[config.mk]
export PLATFORM = sky130hd
export DESIGN_NAME = ifetch_unit
export DESIGN_NICKNAME = d
export VERILOG_FILES = /design/src/rtl/ifetch_pkg.sv /design/src/rtl/ifetch_ctrl.sv /design/src/rtl/ifetch_dp.sv /design/src/rtl/ifetch_unit.sv
export SDC_FILE = /design/constraint.sdc
export NUM_CORES = 1
export LEC_CHECK = 0
export BUFFER_PORTS_ARGS = -buffer_cell sky130_fd_sc_hd__buf_2
export CORE_MARGIN = 5
export CORE_UTILIZATION = 45
export DETAILED_ROUTE_END_ITERATION = 7
export MAX_ROUTING_LAYER = met4
export PLACE_DENSITY_LB_ADDON = 0.08
export SLEW_MARGIN = 20
export SYNTH_ARGS = -nofsm -noshare
export SYNTH_HDL_FRONTEND = slang
export SYNTH_SLANG_ARGS = --single-unit
[constraint.sdc]
create_clock -name clk -period 3.4 [get_ports clk]
set_input_delay 0.34 -clock clk [delete_from_list [all_inputs] [get_ports clk]]
set_output_delay 0.34 -clock clk [all_outputs]
set_load 0.05 [all_outputs]
[src/rtl/ifetch_pkg.sv]
package ifetch_pkg;

  // value of bits 15:12 that marks the second word of a pair
  localparam logic [3:0] PAIR_MARK = 4'hF;

  typedef enum logic {
    ST_FIRST  = 1'b0,
    ST_SECOND = 1'b1
  } fetch_state_t;

  // strobes from control to datapath
  typedef struct packed {
    logic capLo;    // load first word, clear second
    logic capHi;    // load second word
    logic incPc;    // step counter by one word
    logic loadAbs;  // absolute redirect
    logic loadRel;  // relative redirect
    logic emit;     // instruction complete
  } fetch_strobe_t;

endpackage

[src/rtl/ifetch_ctrl.sv]
module ifetch_ctrl
  import ifetch_pkg::*;
(
  input  logic          clk,
  input  logic          rstN,
  input  logic          fetchReq,
  input  logic          twoWord,
  input  logic          jumpAbs,
  input  logic          branchRel,
  output fetch_strobe_t strobe
);

  fetch_state_t state, stateNext;

  always_comb begin
    strobe    = '0;
    stateNext = state;
    if (jumpAbs) begin
      strobe.loadAbs = 1'b1;
      stateNext      = ST_FIRST;
    end else if (branchRel) begin
      strobe.loadRel = 1'b1;
      stateNext      = ST_FIRST;
    end else if (fetchReq) begin
      strobe.incPc = 1'b1;
      if (state == ST_FIRST) begin
        strobe.capLo = 1'b1;
        if (twoWord) begin
          stateNext = ST_SECOND;
        end else begin
          strobe.emit = 1'b1;
        end
      end else begin
        strobe.capHi = 1'b1;
        strobe.emit  = 1'b1;
        stateNext    = ST_FIRST;
      end
    end
  end

  always_ff @(posedge clk or negedge rstN) begin
    if (!rstN) state <= ST_FIRST;
    else       state <= stateNext;
  end

endmodule

[src/rtl/ifetch_dp.sv]
module ifetch_dp
  import ifetch_pkg::*;
#(
  parameter int WORD_BITS = 16,
  parameter int HI_BITS   = 12,
  parameter int LO_BITS   = 8,
  parameter int OFF_W     = 11,
  localparam int PC_W     = HI_BITS + LO_BITS + 1
) (
  input  logic                 clk,
  input  logic                 rstN,
  input  fetch_strobe_t        strobe,
  input  logic [WORD_BITS-1:0] memData,
  input  logic [OFF_W-1:0]     branchOff,
  output logic [PC_W-1:0]      pc,
  output logic [PC_W-1:0]      pcNext,
  output logic [WORD_BITS-1:0] wordLo,
  output logic [WORD_BITS-1:0] wordHi,
  output logic                 valid,
  output logic                 hiBad
);

  localparam int EXT_W = PC_W - OFF_W - 1;
  localparam logic [PC_W-1:0] STEP = PC_W'(2);

  logic [PC_W-1:0] absTgt;
  logic [PC_W-1:0] relDelta;
  logic [PC_W-1:0] relTgt;

  assign absTgt   = {wordHi[HI_BITS-1:0], wordLo[LO_BITS-1:0], 1'b0};
  assign relDelta = {{EXT_W{branchOff[OFF_W-1]}}, branchOff, 1'b0};
  assign relTgt   = pc + relDelta;

  always_comb begin
    pcNext = pc;
    if (strobe.loadAbs)      pcNext = absTgt;
    else if (strobe.loadRel) pcNext = relTgt;
    else if (strobe.incPc)   pcNext = pc + STEP;
    pcNext[0] = 1'b0;
  end

  always_ff @(posedge clk or negedge rstN) begin
    if (!rstN) begin
      pc     <= '0;
      wordLo <= '0;
      wordHi <= '0;
      valid  <= 1'b0;
      hiBad  <= 1'b0;
    end else begin
      pc    <= pcNext;
      valid <= strobe.emit;
      if (strobe.capLo) begin
        wordLo <= memData;
        wordHi <= '0;
        hiBad  <= 1'b0;
      end else if (strobe.capHi) begin
        wordHi <= memData;
        hiBad  <= (memData[WORD_BITS-1 -: 4] != PAIR_MARK);
      end
    end
  end

endmodule

[src/rtl/ifetch_unit.sv]
module ifetch_unit
  import ifetch_pkg::*;
#(
  parameter int WORD_BITS = 16,
  parameter int HI_BITS   = 12,
  parameter int LO_BITS   = 8,
  parameter int OFF_W     = 11,
  localparam int PC_W     = HI_BITS + LO_BITS + 1
) (
  input  logic                 clk,
  input  logic                 rstN,
  input  logic [WORD_BITS-1:0] memData,
  input  logic                 fetchReq,
  input  logic                 twoWord,
  input  logic                 jumpAbs,
  input  logic                 branchRel,
  input  logic [OFF_W-1:0]     branchOff,
  output logic [PC_W-1:0]      memAddr,
  output logic [PC_W-1:0]      pcNext,
  output logic [WORD_BITS-1:0] word0,
  output logic [WORD_BITS-1:0] word1,
  output logic                 instValid,
  output logic                 pairErr
);

  fetch_strobe_t strobe;

  ifetch_ctrl u_ctrl (
    .clk       (clk),
    .rstN      (rstN),
    .fetchReq  (fetchReq),
    .twoWord   (twoWord),
    .jumpAbs   (jumpAbs),
    .branchRel (branchRel),
    .strobe    (strobe)
  );

  ifetch_dp #(
    .WORD_BITS (WORD_BITS),
    .HI_BITS   (HI_BITS),
    .LO_BITS   (LO_BITS),
    .OFF_W     (OFF_W)
  ) u_dp (
    .clk       (clk),
    .rstN      (rstN),
    .strobe    (strobe),
    .memData   (memData),
    .branchOff (branchOff),
    .pc        (memAddr),
    .pcNext    (pcNext),
    .wordLo    (word0),
    .wordHi    (word1),
    .valid     (instValid),
    .hiBad     (pairErr)
  );

endmodule

==> impl_metrics.py <==
metrics = {
    "outcome": {
        "status": "complete, no violations",
    },
    "clock_tree": {
        "cts.sinks": 55,
        "clk_pin_slew_ns": 0.12,
        "cts_buffers": 5,
        "clkLatencyLatePin_ns": 0.32,
        "cts_buffer_depth": 2,
        "cts-htree-levels": 2,
        "cts_post_setup_buffers_inserted": 0,
        "cts_tree": "built",
        "cts_root_buf": "clkbuf_8",
    },
    "floorplan": {
        "start_util_pct": 45.5,
        "num_rows": 33,
        "die_y_um": 100,
        "die_w_um": 100,
        "die_area_sq_um": 10000,
        "ios": 109,
        "core-area_sq_um": 8050,
    },
    "grt": {
        "antenna_found_initial": 1,
        "grt.total_usage_pct": 23.2,
        "grt_max_degree": 37,
        "grt_pass1_vias": 3371,
        "overflow": 0,
        "grt_pass1_wl_mm": 17.9,
    },
    "synthesis": {
        "synth_edf_count": 0,
        "yosysUniqueCellTypes": 58,
        "yosysWarningCount": 0,
        "synthesis.area_sq_um": 3660,
        "synth-main-ff-cell": "dfrtp_1",
        "avgSynthCellArea_sq_um": 8.95,
        "ys_async_sr_fraction_pct": 100,
        "netlist_instances": 409,
        "synth-seq-area-share_pct": 37.6,
        "synth-seq-cells": 55,
    },
    "routing": {
        "drc": 0,
        "dr_wl_met3_um": 665,
        "vias": 3434,
        "drtPass1Iterations": 4,
        "ant_nets": 0,
        "dr_wl_met2_mm": 5.09,
        "met1_length_mm": 5.39,
        "wl_mm": 11.2,
        "highest_layer": "met4",
        "wl_per_cell_um": 18.0,
        "via_per_inst": 5.53,
        "drt-initial-drc-count": 184,
    },
    "sta": {
        "rsz0062_at_grt": "false",
        "hold_viol_final": 0,
        "max_freq_mhz": 305,
        "period_minus_slack_ns": 3.28,
        "finalSetupViolations": 0,
        "tightest_slew_ns": 0.878,
        "finalSetupTns_ns": 0,
        "slew_headroom_pct": 41.5,
        "slew_violations": 0,
        "setup_slack_ns": 0.119,
        "clock_skew_ns": 0.0113,
        "fin_crit_sh_pct": 96.5,
    },
    "worst_setup_path": {
        "critical_path.cell_chain": "ha_1 -> a21o_1 -> a221o_1 -> o21bai_2 -> mux2_2 -> a221oi_2 -> buf_2",
        "max_stage_delay_ns": 0.46,
        "arrival_ns": 2.94,
        "required_ns": 3.06,
        "crit_fanout": 6,
        "worstSetupEndpointType": "output port",
        "critPathSlowestCell": "dfrtp_2",
        "worstSetupPathType": "reg2out",
        "start_kind": "flip-flop",
        "rr_worst_depth": 9,
    },
    "power": {
        "sw_frac_of_total_pct": 49.7,
        "p_comb_share_pct": 50.4,
        "power_frac_seq_pct": 33.5,
        "pwr_density_cell_nw_per_um2": 571,
        "p_sw_mw": 1.27,
        "ir_drop_mv": 0.329,
        "pwr-share-clk_pct": 16.1,
        "internal-power_mw": 1.29,
        "p_leak_nw": 2.13,
    },
    "hold_path": {
        "min_path_type": "in2async",
    },
    "cells_and_area": {
        "layout.nets": 568,
        "final_area_sq_um": 4490,
        "final.fill_count": 768,
        "drive_gt1_share_pct": 33.0,
        "final_common_cell": "buf_2",
        "syn_to_final_growth_pct": 22.5,
        "mostFrequentLayoutCells": "buf_2, nand2_1, dfrtp_1",
    },
    "placed_design": {
        "numPortBuffers": 106,
        "hpwl_mm": 8.64,
        "place.gp.congestion": 0.929,
        "dpl_cell_area_sq_um": 4370,
        "dp_slack_ns": 0.358,
    },
    "flow_run": {
        "cap_violations": 0,
    },
}
-- metrics by stage --
stage	total power, mW	hold slack, ns	cells	utilization [%]
floorplan	1.82	0.0444	410	-
global placement	2.15	0.460	612	54.2
detailed placement	2.15	0.467	612	54.2
CTS	2.56	0.138	620	55.4
global route	2.71	0.161	621	55.7
finish	2.56	0.117	621	55.7
-- state kept, by name, summed over array words and instances (netlist names) --
name and flops:
u_dp.pc 20, u_dp.wordHi 16, u_dp.wordLo 16, u_ctrl.state 1, u_dp.hiBad 1, u_dp.valid 1
-- cell type report --
cell class	instances	area, sq um	share of cell area, %
diodes	1	2.50	0.0558
clock buffers	5	68.8	1.53
clock inverters	3	27.5	0.613
inverters	12	45.0	1.00
multi-input cells	324	2210	49.2
flip-flops and latches	55	1390	31.0
well taps	105	131	2.93
repair buffers	116	613	13.7
-- final timing paths --
| kind | from | endpoint | slack [ns] |
|---|---|---|---|
| setup / recovery | u_dp.pc[10] | pcNext[16] | 0.12 |
| hold / removal | rstN | u_dp.pc[18] | 0.12 |
| setup reg to reg | u_dp.pc[1] | u_dp.pc[17] | 0.99 |
| hold reg to reg | u_dp.wordHi[12] | u_dp.wordHi[12] | 0.50 |
| max in group asynchronous | rstN | u_dp.wordHi[3] | 2.56 |
| min in group clk | twoWord | u_dp.valid | 0.20 |
-- layer usage --
metal	track usage, %	up-vias
met5	-	-
met4	4.15	0
met3	3.75	2
met2	35.1	117
met1	33.4	1630
li1	-	1685
-- timing repair --
action / CTS / global route
setup endpoints to repair: 0 / 4
hold endpoints to repair: 0 / 0
gates resized for setup: 0 / 9
hold buffers: 0 / 0
-- worst max-delay path: cells and delay by family, from the launching register on --
family / cells / cell delay (ns)
adders and majority gates: 1 / 0.38
AOI/OAI and AO/OA: 4 / 1.12
DFF: 1 / 0.46
buffers and inverters: 1 / 0.30
muxes: 1 / 0.37
-- synthesized netlist by cell type, drive strengths merged, types with 12 or more instances --
library cell | number | area [sq um]
xnor2 | 12 | 105
a21oi | 29 | 145
a21o | 13 | 97.6
dfrtp | 55 | 1380
clkbuf | 14 | 52.6
ha | 20 | 250
mux2 | 18 | 203
nor2 | 23 | 88.8
nand3 | 13 | 65.1
xor2 | 13 | 114
o21ai | 38 | 190
nand2 | 64 | 240
-- power groups by stage --
stage	Combinational, mW	Sequential, mW	Clock [mW]
after global placement	1.28	0.868	0
final	1.29	0.859	0.412
after CTS	1.28	0.859	0.420
after floorplan	0.661	1.16	0
after global routing	1.38	0.877	0.449
after detailed placement	1.28	0.871	0
-- cell families (layout without fill, tap and decap cells) --
| family | Yosys count | after routing | share of synthesized area [%] |
|---|---|---|---|
| buffers and inverters | 31 | 136 | 3.72 |
| DFF | 55 | 55 | 37.6 |
| muxes | 21 | 21 | 6.35 |
| and+or+nand+nor | 142 | 142 | 19.8 |
| AOI/OAI and AO/OA | 113 | 113 | 19.1 |
| xor gates and xnor gates | 25 | 25 | 5.98 |
| other | 1 | 3 | 0.102 |
| adders and majority gates | 21 | 21 | 7.38 |
No activity file was read; power rests on OpenSTA's default activity.
